`config.mk`:
```
export PLATFORM = sky130hd
export DESIGN_NAME = lpm_ctrl
export DESIGN_NICKNAME = d
export VERILOG_FILES = /design/src/rtl/lpm_pkg.sv /design/src/rtl/lpm_cfg_capture.sv /design/src/rtl/lpm_fsm.sv /design/src/rtl/lpm_clk_gate.sv /design/src/rtl/lpm_ctrl.sv
export SDC_FILE = /design/constraint.sdc
export NUM_CORES = 1
export LEC_CHECK = 0
export BUFFER_PORTS_ARGS = -buffer_cell sky130_fd_sc_hd__buf_2
export CAP_MARGIN = 20
export CORE_AREA = 4 4 41 43
export CTS_CLUSTER_DIAMETER = 40
export DETAILED_ROUTE_END_ITERATION = 16
export DIE_AREA = 0 0 45 47
export HOLD_SLACK_MARGIN = 0.02
export PLACE_DENSITY = 0.36
export SETUP_SLACK_MARGIN = 0.05
export SYNTH_ARGS = -nofsm -noshare
export SYNTH_HDL_FRONTEND = slang
export SYNTH_SLANG_ARGS = --single-unit
```
`constraint.sdc`:
```
create_clock -name clk -period 2.3 [get_ports clk]
set_clock_uncertainty 0.15 [all_clocks]
set_input_delay 0.115 -clock clk [delete_from_list [all_inputs] [get_ports clk]]
set_output_delay 0.115 -clock clk [all_outputs]
set_load 0.01 [all_outputs]
```
`src/rtl/lpm_pkg.sv`:
```
package lpm_pkg;

    typedef enum logic [1:0] {
        MODE_RUN  = 2'd0,
        MODE_WAIT = 2'd1,
        MODE_HALT = 2'd2,
        MODE_STOP = 2'd3
    } lpm_mode_e;

    localparam int NUM_DOMAINS = 5;

    // domain bit positions in the enable vector
    localparam int DOM_OSC  = 4;
    localparam int DOM_INT  = 3;
    localparam int DOM_CPU  = 2;
    localparam int DOM_TMR  = 1;
    localparam int DOM_WDOG = 0;

    // domains that stay clocked in WAIT and HALT: everything but the CPU
    localparam logic [NUM_DOMAINS-1:0] LIGHT_SLEEP_KEEP =
        ~(NUM_DOMAINS'(1) << DOM_CPU);

endpackage

```
`src/rtl/lpm_cfg_capture.sv`:
```
module lpm_cfg_capture (
    input  logic clk,
    input  logic rst_n,
    input  logic cfg_i,
    output logic cfg_eff_o
);

    logic armed_q;
    logic cfg_q;

    // armed_q marks that the single post-reset capture has happened
    always_ff @(posedge clk or negedge rst_n) begin
        if (!rst_n) begin
            armed_q <= 1'b0;
        end else begin
            armed_q <= 1'b1;
        end
    end

    always_ff @(posedge clk or negedge rst_n) begin
        if (!rst_n) begin
            cfg_q <= 1'b0;
        end else if (!armed_q) begin
            cfg_q <= cfg_i;
        end
    end

    // before the capture edge the pin itself is the effective value
    always_comb begin
        cfg_eff_o = armed_q ? cfg_q : cfg_i;
    end

endmodule

```
`src/rtl/lpm_fsm.sv`:
```
module lpm_fsm
    import lpm_pkg::*;
(
    input  logic      clk,
    input  logic      rst_n,
    input  logic      cfg_halt_i,
    input  logic      stop_req_i,
    input  logic      wait_req_i,
    input  logic      wake_i,
    output lpm_mode_e mode_o
);

    lpm_mode_e state_q;
    lpm_mode_e state_d;

    // state register
    always_ff @(posedge clk or negedge rst_n) begin
        if (!rst_n) begin
            state_q <= MODE_RUN;
        end else begin
            state_q <= state_d;
        end
    end

    // transitions: ENTER_WAIT, ENTER_HALT, ENTER_STOP, WAKE, HOLD
    always_comb begin
        state_d = state_q;
        unique case (state_q)
            MODE_RUN: begin
                if (wake_i) begin
                    state_d = MODE_RUN;
                end else if (stop_req_i) begin
                    state_d = cfg_halt_i ? MODE_HALT : MODE_STOP;
                end else if (wait_req_i) begin
                    state_d = MODE_WAIT;
                end
            end
            MODE_WAIT, MODE_HALT, MODE_STOP: begin
                if (wake_i) begin
                    state_d = MODE_RUN;
                end
            end
        endcase
    end

    // output process
    always_comb begin
        mode_o = state_q;
    end

endmodule

```
`src/rtl/lpm_clk_gate.sv`:
```
module lpm_clk_gate
    import lpm_pkg::*;
#(
    parameter int                      N_DOM     = NUM_DOMAINS,
    parameter logic [NUM_DOMAINS-1:0]  KEEP_MASK = LIGHT_SLEEP_KEEP
) (
    input  lpm_mode_e        mode_i,
    output logic [N_DOM-1:0] en_o
);

    for (genvar g = 0; g < N_DOM; g++) begin : g_dom
        always_comb begin
            unique case (mode_i)
                MODE_RUN:             en_o[g] = 1'b1;
                MODE_WAIT, MODE_HALT: en_o[g] = KEEP_MASK[g];
                MODE_STOP:            en_o[g] = 1'b0;
            endcase
        end
    end

endmodule

```
`src/rtl/lpm_ctrl.sv`:
```
module lpm_ctrl
    import lpm_pkg::*;
(
    input  logic       clk,
    input  logic       rst_n,
    input  logic       cfg_stop_to_halt_i,
    input  logic       stop_req_i,
    input  logic       wait_req_i,
    input  logic       wake_i,
    output logic       osc_en_o,
    output logic       int_clk_en_o,
    output logic       cpu_clk_en_o,
    output logic       tmr_clk_en_o,
    output logic       wdog_clk_en_o,
    output logic [1:0] mode_o
);

    logic                   cfg_eff;
    lpm_mode_e              mode;
    logic [NUM_DOMAINS-1:0] dom_en;

    lpm_cfg_capture u_cfg (
        .clk       (clk),
        .rst_n     (rst_n),
        .cfg_i     (cfg_stop_to_halt_i),
        .cfg_eff_o (cfg_eff)
    );

    lpm_fsm u_fsm (
        .clk        (clk),
        .rst_n      (rst_n),
        .cfg_halt_i (cfg_eff),
        .stop_req_i (stop_req_i),
        .wait_req_i (wait_req_i),
        .wake_i     (wake_i),
        .mode_o     (mode)
    );

    lpm_clk_gate #(
        .N_DOM     (NUM_DOMAINS),
        .KEEP_MASK (LIGHT_SLEEP_KEEP)
    ) u_gate (
        .mode_i (mode),
        .en_o   (dom_en)
    );

    always_comb begin
        osc_en_o      = dom_en[DOM_OSC];
        int_clk_en_o  = dom_en[DOM_INT];
        cpu_clk_en_o  = dom_en[DOM_CPU];
        tmr_clk_en_o  = dom_en[DOM_TMR];
        wdog_clk_en_o = dom_en[DOM_WDOG];
        mode_o        = mode;
    end

endmodule

```
# ---- Word level (Yosys, flattened, before mapping)
# Index checks and enable logic that the tools add are counted.
dict set report totals {
  register_bits 4
  inputBits 6
  output_inout_bits 7
}
dict set report op_classes {
  n_eq_ne 5
  muxes 9
  reduce_logical 4
}
# operator count
set op_table {}
lappend op_table {{$mux W2} 4}
lappend op_table {{$reduce_or A3 Y1} 2}
lappend op_table {{$eq A2 B2 Y1 const B} 2}
lappend op_table {{$ne A4 B4 Y1 const B} 1}
lappend op_table {{$pmux W1 S2} 2}
lappend op_table {{$pmux W2 S2} 1}
lappend op_table {{$eq A2 B1 Y1 const B} 1}
lappend op_table {{$logic_not A2 Y1} 1}
lappend op_table {{$mux W1} 2}
lappend op_table {{$ne A2 B1 Y1 const B} 1}
lappend op_table {{$reduce_and A2 Y1} 1}

# ---- Longest topological paths before layout
dict set report depth {
  ltp_word 5
  ltp_mapped 2
}

# ---- Hierarchy
# From an unflattened synthesis, not the netlist that was laid out.
dict set report hier_totals {
  hier_cells 18
  area_unflattened_um2 190.2
}
# mod n_inst cells_per_inst area_each_um2 seq_area_each_um2
set by_module_without_submodules {}
lappend by_module_without_submodules {lpm_fsm 1 9 91.3 50.0}
lappend by_module_without_submodules {lpm_cfg_capture 1 4 68.8 50.0}
lappend by_module_without_submodules {lpm_clk_gate 1 5 30.0 0.0}

# ---- Worst setup path before layout
# OpenSTA, ideal clock, no wires.
dict set report synth_timing {
  kind {reg-to-reg}
  startpoint {reg u_fsm.state_q[1], in the netlist u_fsm.mode_o[1]}
  endpoint {reg u_fsm.state_q[0], in the netlist u_fsm.mode_o[0]}
  setup_time_ns 0.090
  arrival_ns 0.996
  slack_ns 1.063
  stages_incl_launch_ff 3
  n_path_buf 0
  period_less_slack_ns 1.237
  path_cell_list {dfrtp_1 or4b_1 o221ai_1}
}
dict set report synth_via {
  elab_chain_len 4
  word_cells_on_any_way 9
  cone_classes {5 x eq/ne; 1 x mux; 3 x reduce/logical}
}
# element line_no
set synth_rtl {}
lappend synth_rtl {{from (decl)} lpm_fsm.sv:13} ;# lpm_mode_e state_q;
lappend synth_rtl {{from (signal assigned)} lpm_fsm.sv:21} ;# state_q <= state_d;
lappend synth_rtl {{$eq A2 B1 Y1 or $eq A2 B2 Y1 (tied branches)} lpm_fsm.sv:28} ;# unique case (state_q)
lappend synth_rtl {{$reduce_or A3 Y1 (no line)} --}
lappend synth_rtl {{$ne A2 B1 Y1 (no line)} --}
lappend synth_rtl {{$reduce_and A2 Y1 (no line)} --}
# Several ways; a longest one is shown, not always the timed one.
# A chain may end at the register's enable or synchronous reset.

# ---- Worst setup path in the final report
dict set report layout_timing {
  startpoint {reg u_fsm.state_q[0], in the netlist u_fsm.mode_o[0]}
  endpoint {reg u_fsm.state_q[1], in the netlist u_fsm.mode_o[1]}
}
# Same word-level chain as after synthesis.

==> metrics <==
Pre-antenna DRT Iters 2; root buf cell clkbuf_4; Pleak 0.1516 nW; gpl congestion 0.6286; Syn Area/Cell 10.64 um2; HPWL after DPL 347.2 um; Die Area 2115 um2; power density over the cells 676.9 nW/um2; synthesized net count 24; Yosys Warn Count 0; First DRT Iteration DRCs 2; effective utilization at floorplan 14.71%; pins over their slew limit 0; register area 100.1 um2; first-pass GRT wire length 662 um; TritonCTS Sinks 4; Wirelength per Cell 8.939 um; GRT overflow 0; CTS max path bufs 2; fmax 0.6765 GHz; Worst Path Required 2320 ps; nets 42; I/O pins 13; vias post-DR 179; fin crit share 64.27%; RSZ-0062 raised after global routing false; synth-to-layout area growth 62.09%; CP peak stage delay 570 ps; Worst VDD drop 0.0002171 V; initial antenna violation count 0; FP Rows 13; Reg clk slew, reported paths 30 ps; GRT Total Usage 5.146%; chip height 47 um; Syn Inst Count 18; die span in x 45 um; CP arrival 1490 ps; post-route setup TNS 0 ps; post-layout min period 1478 ps; critical-path cell list nand2b_1 > a21oi_1 > dlygate4sd3_1; critical-path cell with the highest stage delay dlygate4sd3_1; dominant cell type by area after synthesis dfrtp_1; status complete, no violations; CTS Buf Count 3; # setup viols final 0; vias in the first global route 180; CTS tree yes; max-cap violations 0; share of layout cells above drive strength 1 47.06%; post-synth cell types 12; M3 GR Usage 2.682%; Post-route DRC 0; Crit. End Element flop; Hold Path Class input pin to asynchronous set/reset pin; Post-CTS Setup Bufs 0; Vias/cell 3.653; sequential cell area fraction in the yosys report 52.29%; core area 1301 um2; htree depth 1; endpoints failing hold 0; CP max FO 5; CP Class flop to flop; share of the synthesized area in the top cell type 52.29%; Power, Total 0.0002100 W; met1 usage 2.517%; CP startpoint kind flop; multi-input gate area in the final layout 61.31 um2; clock latency at the later pin of the worst-skew pair 230 ps; GRT Max-Usage Layer met2; I/O Buffers 12; ant diodes 0; ANT nets after route 0; largest net degree at the start of global routing 7; Area contributors post-synth dfrtp_1 (52%), buf_4 (12%), mux2_2 (5.9%); routed wire length 438 um; met2 Usage GRT 9.040%; Syn Std Cell Area 191.4 um2; FILL cells 156; final core occ 23.85%; Seq cells post-synth 4
## synth_stat cells
library cell and n:
a21oi_1 1, buf_4 3, conb_1 1, dfrtp_1 4, inv_1 2, mux2_2 1
nand2_1 1, nand2b_1 1, nor2_1 1, o221ai_1 1, or3b_1 1, or4b_1 1
## path summary, 6_finish.rpt
check	cells past startpoint	slack [ps]	start	endpoint
worst min register to register	1	360	u_cfg.cfg_q$_DFF_PN0_	u_cfg.cfg_q$_DFF_PN0_
max in group asynchronous	2	1800	rst_n	u_cfg.cfg_q$_DFF_PN0_
min in group clk	3	80	stop_req_i	u_fsm.mode_o[0]$_DFFE_PN0P_
worst min-delay path	2	80	rst_n	u_fsm.mode_o[1]$_DFFE_PN0P_
worst max-delay path	3	820	u_fsm.mode_o[0]$_DFFE_PN0P_	u_fsm.mode_o[1]$_DFFE_PN0P_
worst max register to register	3	820	u_fsm.mode_o[0]$_DFFE_PN0P_	u_fsm.mode_o[1]$_DFFE_PN0P_
## through the flow
stage	area (um2)	instances	hold slack [ps]	worst slack, ps
after floorplan	191.4	18	-330.6	1063
after global placement	247.7	42	-222.8	1094
after detailed placement	247.7	42	-226.8	1054
after CTS	310.3	49	65.00	837.7
after global routing	310.3	49	59.45	743.7
final	310.3	49	78.75	821.9
## worst max-delay path: cells and delay by family (launching register included)
kind | cells | cell delay [ps]
compound gates | 1 | 140
buf+inv | 1 | 570
flops | 1 | 400
simple gates | 1 | 150
## layout by cell type (no fill, tap or decap), drive strengths merged
master	count
buf	12
dlygate4sd3	4
dfrtp	4
clkbuf	3
inv	2
nor2	1
mux2	1
or3b	1
or4b	1
o221ai	1
nand2b	1
a21oi	1
nand2	1
conb	1
## area by class of cell
cell class	count	area share [%]
Sequential cell	4	32.26
Timing Repair Buffer	16	32.26
Multi-Input combinational cell	9	19.76
Clock buffer	3	7.258
Tap cell	15	6.048
Inverter	2	2.419
## cells by family (layout without fill, tap and decap cells)
family          count (synthesis)  in the layout  synth area share, %
compound gates                  2              2                7.188
buf+inv                         5             21                15.69
flops                           4              4                52.29
mux                             1              1                5.882
other cells                     1              1                1.959
simple gates                    5              5                16.99
## metal layers
metal | vias up | wire length, um
li1 | 89 | -
met3 | 2 | 52
met5 | - | 0
met1 | 78 | 139
met4 | 0 | 17
met2 | 10 | 228
## timing repair
action                                  4_1_cts  5_1_grt
endpoints found under the hold margin         7        0
hold buffers                                  4        0
endpoints found under the setup margin        0        0
resized for setup                             0        0
## state kept, by name, indices dropped and copies added (netlist names)
register       count
u_fsm.mode_o       2
u_cfg.cfg_q        1
u_cfg.armed_q      1
## report_power, final
group | switching [W] | total (W) | leakage [nW] | internal, W
Clock | 0.0000266 | 0.0000848 | 0.0138 | 0.0000582
Sequential | 0.00000536 | 0.0000829 | 0.0488 | 0.0000776
Combinational | 0.0000194 | 0.0000423 | 0.0890 | 0.0000229
Total | 0.0000514 | 0.000210 | 0.152 | 0.000159
Note: power is estimated with default switching activity, not from simulation.
